==> src/rtl/tcs_pkg.sv <==
package tcs_pkg;
  parameter int COLL_W  = 5;   // width of the collision count field
  parameter int CNT_W   = 16;  // width of each statistics counter
  parameter int NCNT    = 7;   // number of counters
  parameter int ADDR_W  = 3;
  parameter int EXC_LIM = 16;  // collisions at which a frame is excessive

  // counter indices, also their read addresses
  parameter int IDX_SINGLE = 0;
  parameter int IDX_MULTI  = 1;
  parameter int IDX_EXCESS = 2;
  parameter int IDX_LATE   = 3;
  parameter int IDX_TOTAL  = 4;
  parameter int IDX_DEFER  = 5;
  parameter int IDX_NOCRS  = 6;

  typedef struct packed {
    logic [COLL_W-1:0] coll_num;
    logic              late;
    logic              deferred;
    logic              crs_seen;
    logic              success;
    logic              full_duplex;
    logic              flow_ctl;
  } tx_report_t;
endpackage

==> src/rtl/tcs_classify.sv <==
module tcs_classify
  import tcs_pkg::*;
#(
  parameter int CW = COLL_W,
  parameter int N  = NCNT
) (
  input  logic          take,
  input  tx_report_t    rpt,
  output logic [N*CW-1:0] amt_flat
);
  localparam logic [CW-1:0] ONE  = CW'(1);
  localparam logic [CW-1:0] ZERO = '0;
  localparam logic [CW-1:0] ELIM = CW'(EXC_LIM);

  logic half;
  logic is_single, is_multi, is_excess;

  always_comb begin
    half      = take && !rpt.full_duplex;
    is_single = rpt.coll_num == ONE;
    is_multi  = (rpt.coll_num > ONE) && (rpt.coll_num < ELIM);
    is_excess = rpt.coll_num >= ELIM;
    amt_flat  = '0;
    amt_flat[IDX_SINGLE*CW +: CW] = (half && is_single) ? ONE : ZERO;
    amt_flat[IDX_MULTI*CW  +: CW] = (half && is_multi)  ? ONE : ZERO;
    amt_flat[IDX_EXCESS*CW +: CW] = (half && is_excess) ? ONE : ZERO;
    amt_flat[IDX_LATE*CW   +: CW] = (half && rpt.late)  ? ONE : ZERO;
    amt_flat[IDX_TOTAL*CW  +: CW] = half ? rpt.coll_num : ZERO;
    amt_flat[IDX_DEFER*CW  +: CW] = (take && rpt.deferred) ? ONE : ZERO;
    amt_flat[IDX_NOCRS*CW  +: CW] =
      (take && rpt.full_duplex && rpt.success && !rpt.crs_seen && !rpt.flow_ctl)
        ? ONE : ZERO;
  end
endmodule

==> src/rtl/tcs_counter.sv <==
module tcs_counter #(
  parameter int W  = 16,
  parameter int AW = 5
) (
  input  logic          clk,
  input  logic          rst_n,
  input  logic [AW-1:0] amt,
  input  logic          clr,
  output logic [W-1:0]  value
);
  logic [W-1:0] base;
  logic [W:0]   sum;

  always_comb begin
    base = clr ? '0 : value;
    sum  = {1'b0, base} + (W+1)'(amt);
  end

  always_ff @(posedge clk) begin
    if (!rst_n)
      value <= '0;
    else if (sum[W])
      value <= '1;
    else
      value <= sum[W-1:0];
  end
endmodule

==> src/rtl/tx_coll_stats.sv <==
module tx_coll_stats
  import tcs_pkg::*;
(
  input  logic              clk,
  input  logic              rst_n,
  input  logic              rpt_valid,
  output logic              rpt_ready,
  input  logic [COLL_W-1:0] rpt_coll_num,
  input  logic              rpt_late,
  input  logic              rpt_deferred,
  input  logic              rpt_crs_seen,
  input  logic              rpt_success,
  input  logic              rpt_full_duplex,
  input  logic              rpt_flow_ctl,
  input  logic              rd_en,
  input  logic [ADDR_W-1:0] rd_addr,
  input  logic              rd_clear,
  output logic [CNT_W-1:0]  rd_data
);
  tx_report_t              rpt;
  logic                    take;
  logic [NCNT*COLL_W-1:0]  amt_flat;
  logic [NCNT*CNT_W-1:0]   cnt_flat;
  logic [NCNT-1:0]         clr_vec;
  logic [CNT_W-1:0]        rd_sel;

  always_comb begin
    rpt.coll_num    = rpt_coll_num;
    rpt.late        = rpt_late;
    rpt.deferred    = rpt_deferred;
    rpt.crs_seen    = rpt_crs_seen;
    rpt.success     = rpt_success;
    rpt.full_duplex = rpt_full_duplex;
    rpt.flow_ctl    = rpt_flow_ctl;
    take            = rpt_valid && rpt_ready;
  end

  always_ff @(posedge clk) begin
    if (!rst_n) rpt_ready <= 1'b0;
    else        rpt_ready <= 1'b1;
  end

  tcs_classify #(.CW(COLL_W), .N(NCNT)) u_cls (
    .take     (take),
    .rpt      (rpt),
    .amt_flat (amt_flat)
  );

  for (genvar i = 0; i < NCNT; i++) begin : g_cnt
    assign clr_vec[i] = rd_en && rd_clear && (rd_addr == ADDR_W'(i));
    tcs_counter #(.W(CNT_W), .AW(COLL_W)) u_cnt (
      .clk   (clk),
      .rst_n (rst_n),
      .amt   (amt_flat[i*COLL_W +: COLL_W]),
      .clr   (clr_vec[i]),
      .value (cnt_flat[i*CNT_W +: CNT_W])
    );
  end

  always_comb begin
    rd_sel = '0;
    for (int i = 0; i < NCNT; i++)
      if (rd_addr == ADDR_W'(i)) rd_sel = cnt_flat[i*CNT_W +: CNT_W];
  end

  always_ff @(posedge clk) begin
    if (!rst_n)     rd_data <= '0;
    else if (rd_en) rd_data <= rd_sel;
  end
endmodule

==> config.mk <==
export PLATFORM = sky130hd
export DESIGN_NAME = tx_coll_stats
export DESIGN_NICKNAME = d
export VERILOG_FILES = /design/src/rtl/tcs_pkg.sv /design/src/rtl/tcs_classify.sv /design/src/rtl/tcs_counter.sv /design/src/rtl/tx_coll_stats.sv
export SDC_FILE = /design/constraint.sdc
export NUM_CORES = 1
export LEC_CHECK = 0
export ABC_AREA = 1
export BUFFER_PORTS_ARGS = -buffer_cell sky130_fd_sc_hd__buf_4
export CORE_MARGIN = 8
export CORE_UTILIZATION = 40
export CTS_BUF_LIST = sky130_fd_sc_hd__clkbuf_8
export DETAILED_ROUTE_END_ITERATION = 12
export SLEW_MARGIN = 25
export SYNTH_ARGS = -nofsm -noshare
export SYNTH_HDL_FRONTEND = slang
export SYNTH_SLANG_ARGS = --single-unit
==> constraint.sdc <==
create_clock -name clk -period 2.75 [get_ports clk]
set_input_delay 0.275 -clock clk [delete_from_list [all_inputs] [get_ports clk]]
set_output_delay 0.275 -clock clk [all_outputs]
set_load 0.02 [all_outputs]
Word level (Yosys, flattened, before mapping)
Cells that the tools add are included.
{"block": "totals", "memories": 0, "mem_bits_ro": 0, "regBits": 129, "wordCells": 79, "in_bits": 19, "latch_bits": 0, "ram_bits": 0}
{"block": "classes", "n_lt_le_gt_ge": 3, "addsub": 7, "n_div": 0, "muxes": 29, "bitwise_logic": 0, "eq_ne": 7, "n_mul": 0, "n_shift": 0, "reduce_logical": 24}
{"op": "16-bit 2-to-1 mux", "n": 21}
{"op": "16-bit by 1-bit adder with 17-bit output", "n": 6}
{"op": "1-bit logical AND", "n": 20}
{"op": "16-bit by 5-bit adder with 17-bit output", "n": 1}
{"op": "3-bit equality test (second input constant)", "n": 3}
{"op": "1-bit 2-to-1 mux", "n": 7}
{"op": "3-bit by 2-bit equality test with 1-bit output (second input constant)", "n": 2}
{"op": "5-bit by 1-bit equality test with 1-bit output (second input constant)", "n": 1}
{"op": "5-bit >= comparator (second input constant)", "n": 1}
{"op": "5-bit by 1-bit > comparator with 1-bit output (second input constant)", "n": 1}
{"op": "5-bit less-than comparator (second input constant)", "n": 1}
{"op": "5-bit 2-to-1 mux", "n": 1}
{"op": "3-bit by 1-bit equality test with 1-bit output (second input constant)", "n": 1}
{"op": "1-bit logical NOT", "n": 3}
{"op": "3-bit logical NOT", "n": 1}

Longest topological paths before layout
{"block": "logic_depth", "depth_word": 8, "ltp_mapped": 19, "mapped_depth_nobuf": 17}

Modules after synthesis
Synthesis repeated with hierarchy kept, for this count alone.
{"block": "hier_totals", "cells_unflattened": 1730, "hier_area_um2": 10555.1}
{"mod": "tcs_counter", "n_inst": 7, "area_each_um2": 1212.4, "cells_each": 192, "seq_area_each_um2": 320.3}
{"mod": "tx_coll_stats", "n_inst": 1, "area_each_um2": 1756.7, "cells_each": 333, "seq_area_each_um2": 340.3}
{"mod": "tcs_classify", "n_inst": 1, "area_each_um2": 311.5, "cells_each": 53, "seq_area_each_um2": 0.0}

Worst setup path after synthesis
Ideal clock, no wire load.
{"block": "synth_path", "path_kind": "input to register", "from": "input rd_clear", "to": "register g_cnt[4].u_cnt.value[6]", "t_arrival_ns": 2.453, "path_slack_ns": 0.165, "cell_stages": 16, "n_path_buf": 3, "path_cell_list": "nand2_2 > inv_2 > nand3_2 > buf_4 > clkbuf_1 > nand2_1 > inv_1 > ha_1 > fa_1 > nand3_1 > nand3_1 > a21oi_1 > nor3_2 > nand3_2 > buf_6 > a21oi_1"}
{"block": "synth_via", "elab_chain_len": 5}
{"element": "start, declared", "line_no": "tx_coll_stats.sv:17", "rtl": "input logic rd_clear,"}
{"element": "1-bit logical AND (2 in series)", "line_no": "tx_coll_stats.sv:50", "rtl": "assign clr_vec[i] = rd_en && rd_clear && (rd_addr == ADDR_W'(i));"}
{"element": "16-bit 2-to-1 mux", "line_no": "tcs_counter.sv:15", "rtl": "base = clr ? '0 : value;"}
{"element": "16-bit by 5-bit adder with 17-bit output", "line_no": "tcs_counter.sv:16", "rtl": "sum = {1'b0, base} + (W+1)'(amt);"}
{"element": "16-bit 2-to-1 mux", "line_no": "tcs_counter.sv:22", "rtl": "else if (sum[W])"}
{"element": "end signal, assigned", "line_no": "tcs_counter.sv:25", "rtl": "value <= sum[W-1:0];"}
{"element": "end, declared", "line_no": "tcs_counter.sv:9", "rtl": "output logic [W-1:0] value"}
Every way passes these cells.
A chain may end at the register's enable or synchronous reset.

Final worst setup path
{"block": "layout_path", "from": "register rpt_ready", "to": "register g_cnt[1].u_cnt.value[13]"}
{"block": "layout_via", "elab_chain_len": 6}
{"element": "start, declared", "line_no": "tx_coll_stats.sv:7", "rtl": "output logic rpt_ready,"}
{"element": "start signal, assigned", "line_no": "tx_coll_stats.sv:39", "rtl": "if (!rst_n) rpt_ready <= 1'b0;"}
{"element": "start signal, assigned", "line_no": "tx_coll_stats.sv:40", "rtl": "else rpt_ready <= 1'b1;"}
{"element": "1-bit logical AND", "line_no": "tx_coll_stats.sv:35", "rtl": "take = rpt_valid && rpt_ready;"}
{"element": "1-bit logical AND", "line_no": "tcs_classify.sv:19", "rtl": "half = take && !rpt.full_duplex;"}
{"element": "1-bit logical AND", "line_no": "tcs_classify.sv:25", "rtl": "amt_flat[IDX_MULTI*CW +: CW] = (half && is_multi) ? ONE : ZERO;"}
{"element": "1-bit 2-to-1 mux", "line_no": "tcs_classify.sv:25"}
{"element": "16-bit by 1-bit adder with 17-bit output", "line_no": "tcs_counter.sv:16"}
{"element": "16-bit 2-to-1 mux", "line_no": "tcs_counter.sv:22"}
{"element": "end signal, assigned", "line_no": "tcs_counter.sv:25"}
{"element": "end, declared", "line_no": "tcs_counter.sv:9"}
Every way passes these cells.

==> results.json <==
{
  "synth_top_area_share_pct": 29.74,
  "maxCapViolations": 0,
  "syn_nets": 1412,
  "cp_max_fo": 15,
  "period_needed_ns": 2.525,
  "drt_first_pass_iters": 6,
  "grt_pass1_vias": 7745,
  "remaining_drc_errors": 0,
  "synthFlopType": "dfxtp_1",
  "dp_hpwl_mm": 18.82,
  "synth.distinct_cells": 39,
  "cp-end-kind": "flop",
  "seq_area_frac_synth_pct": 29.74,
  "cts_buffer_depth": 2,
  "fin_area_um2": 9779,
  "yosys-top-cells-area": "dfxtp_1 30%, nand2_1 14%, nand3_1 9.2%, inv_1 9.0%, nor2_1 7.2%",
  "globalplace.congestion": 0.8941,
  "vdd_ir_drop_max_v": 0.0003089,
  "place_area_um2": 9219,
  "vias": 8657,
  "cts_tree": "done",
  "setup-violations-final": 0,
  "drt_iter0_drc": 609,
  "htree_levels": 4,
  "critPathMaxStageDelay_ns": 0.41,
  "crit_type": "reg -> reg",
  "yosysTopAreaCell": "dfxtp_1",
  "placedCellCount": 1668,
  "power_mw": 4.211,
  "synth.area.mux_share_pct": 0,
  "slew_violations": 0,
  "grt_first_pass_wirelength_mm": 40.41,
  "syn_inst": 1375,
  "die_h_um": 163.3,
  "p_leak_nw": 4.321,
  "crit_chain": "nand2_1, or2_2, nor3_1, ha_1, nand3_2, inv_1, nand2_2, nor2_1, nand3_4, nand3_1, nand2_1, inv_1",
  "synth.most_common_cell": "nand2_1",
  "synthSimpleGateAreaFrac_pct": 40.57,
  "diodes": 0,
  "startpoint": "rpt_ready",
  "p_sw_share_pct": 24.77,
  "numCtsBuffers": 17,
  "core_area_um2": 21550,
  "hold_violations": 0,
  "pwr-share-clk_pct": 49.3,
  "clkSinkCount": 129,
  "syn-cell-area_um2": 8682,
  "layout.nets": 1449,
  "hp-class": "in -> reg",
  "ys_ff_latch": 129,
  "synthXorXnorAreaFrac_pct": 3.934,
  "p_sw_mw": 1.043,
  "synth_compound_area_share_pct": 10.29,
  "regArea_um2": 2582,
  "cp_data_required_time_ns": 3.15,
  "clkTransAtPathRegs_ns": 0.09,
  "cts_root_buf": "clkbuf_8",
  "avgSynthCellArea_um2": 6.314,
  "clkLatencyLatePin_ns": 0.46,
  "cts_hold_buf": 0,
  "grt_util_all_layers_pct": 18.91,
  "area_growth_pct": 12.64,
  "antenna_found_initial": 0,
  "reg2reg_from": "rpt_ready",
  "detail-route-antenna-nets": 0,
  "r2r_end": "g_cnt[1].u_cnt.value[13]",
  "final_cells": 1705,
  "critPathArrivalTime_ns": 2.93,
  "die_w_um": 163.3,
  "grt_setup_unrepaired": "false",
  "dieArea_um2": 26680,
  "r2r_slack_ns": 0.23,
  "overflow": 0,
  "critPathSlowestCell": "or2_2",
  "synth_top_family_by_area": "simple AND/OR/NAND/NOR gates",
  "intPower_mw": 3.168,
  "period_share_pct": 91.80,
  "ys_warn_count": 0,
  "grt_max_degree": 74,
  "synth_edf_count": 0,
  "num_rows": 54,
  "fillers": 2294,
  "p_seq_share_pct": 44.8,
  "portBuffers": 35,
  "drive_gt1_share_pct": 12.35,
  "p_comb_share_pct": 5.9,
  "wl_per_cell_um": 14.65,
  "synthAdderAreaFrac_pct": 2.681,
  "skew_ns": 0.01298,
  "status": "completed",
  "reg2reg_depth": 12,
  "fmax_mhz": 396.1,
  "slew_headroom_pct": 55.66,
  "start_util_pct": 40.28,
  "crit_path_end": "g_cnt[1].u_cnt.value[13]",
  "synthTopCellsByCount": "318 x nand2_1, 209 x inv_1, 167 x nor2_1, 159 x nand3_1, 129 x dfxtp_1",
  "critPathLaunchType": "flop",
  "powerDensity_nw_per_um2": 430.7,
  "avgViaCountPerCell": 5.077,
  "worstMarginPinSlew_ns": 0.6644,
  "num_io_pins": 36,
  "async_flop_share_pct": 0,
  "multi_input_area_um2": 5016,
  "wirelength_mm": 24.97
}
[state kept, by name, summed over array words and instances, names as in the netlist]
register	flops
rpt_ready	1
rd_data	16
g_cnt.u_cnt.value	112
[what timing repair did]
| action | CTS | global route |
|---|---|---|
| resized for setup | 0 | 4 |
| buffers inserted | 0 | 5 |
| setup endpoints to repair | 0 | 27 |
| hold endpoints to repair | 0 | 0 |
[layout make-up]
cell class | instances | share of cell area, %
multi-input cells | 982 | 51.29
flip-flops and latches | 129 | 26.41
inverters | 216 | 8.316
repair buffers | 66 | 5.322
well taps | 280 | 3.582
clock inverters | 14 | 2.546
clock buffers | 18 | 2.533
[critical path, delay by kind of cell (launching register included)]
family                     cells  cell delay (ns)
DFF                            1             0.33
and+or+nand+nor                9             1.73
buffers and inverters          2             0.19
adders and majority gates      1             0.22
[kinds of logic after synthesis]
family | Yosys count
AND/OR/NAND/NOR | 760
AO/OA/AOI/OAI | 165
adder cells (fa/ha/maj) | 18
XOR/XNOR | 39
buffers and inverters | 264
flip-flops | 129
[layer usage]
layer / GRT usage [%] / part of all wire, % / wire, um
met5: 0 / 0 / 0
met2: 29.56 / 46 / 11370
met1: 26.46 / 49 / 12120
met4: 5.046 / 1.6 / 388
met3: 2.974 / 4.4 / 1090
[how the worst min path moves through the flow]
stage | cells after the start | startpoint | endpoint
after floorplan | 0 | rst_n | rpt_ready
after global placement | 2 | rd_data[4] | rd_data[4]
after detailed placement | 2 | rd_data[11] | rd_data[11]
after CTS | 1 | rst_n | rpt_ready
after global routing | 1 | rst_n | rpt_ready
final | 1 | rst_n | rpt_ready
[power groups by stage]
stage,clock [mW],sequential [mW],combinational (mW)
after detailed placement,0,1.93,0.248
after global routing,2.20,1.89,0.270
after global placement,0,1.93,0.248
final,2.08,1.89,0.248
after floorplan,0,1.94,0.142
after CTS,2.12,1.89,0.249
[through the flow]
stage / setup TNS [ns] / setup WS (ns) / utilization, % / hold slack (ns)
floorplan: 0 / 0.1650 / - / 0.3027
global placement: 0 / 0.07834 / 42.77 / 0.4557
detailed placement: -0.007040 / -0.003301 / 42.77 / 0.4545
CTS: 0 / 0.02069 / 45.08 / 0.1102
global route: 0 / 0.01086 / 45.37 / 0.1144
finish: 0 / 0.2254 / 45.37 / 0.1253
[cells in the final DEF, fill, tap and decap left out, drive strengths merged]
cell,instances
xor2,30
clkinv,4
clkbuf,18
or2,4
nor4,2
nand2,331
bufinv,6
fa,1
o21ai,40
buf,66
o21bai,4
a31oi,8
o22ai,6
nand3,175
clkinvlp,1
inv,219
nand4,46
nor2,188
ha,17
dfxtp,129
xnor2,9
a21oi,107
nand3b,3
nor3,11
No activity file was read; power rests on OpenSTA's default activity.
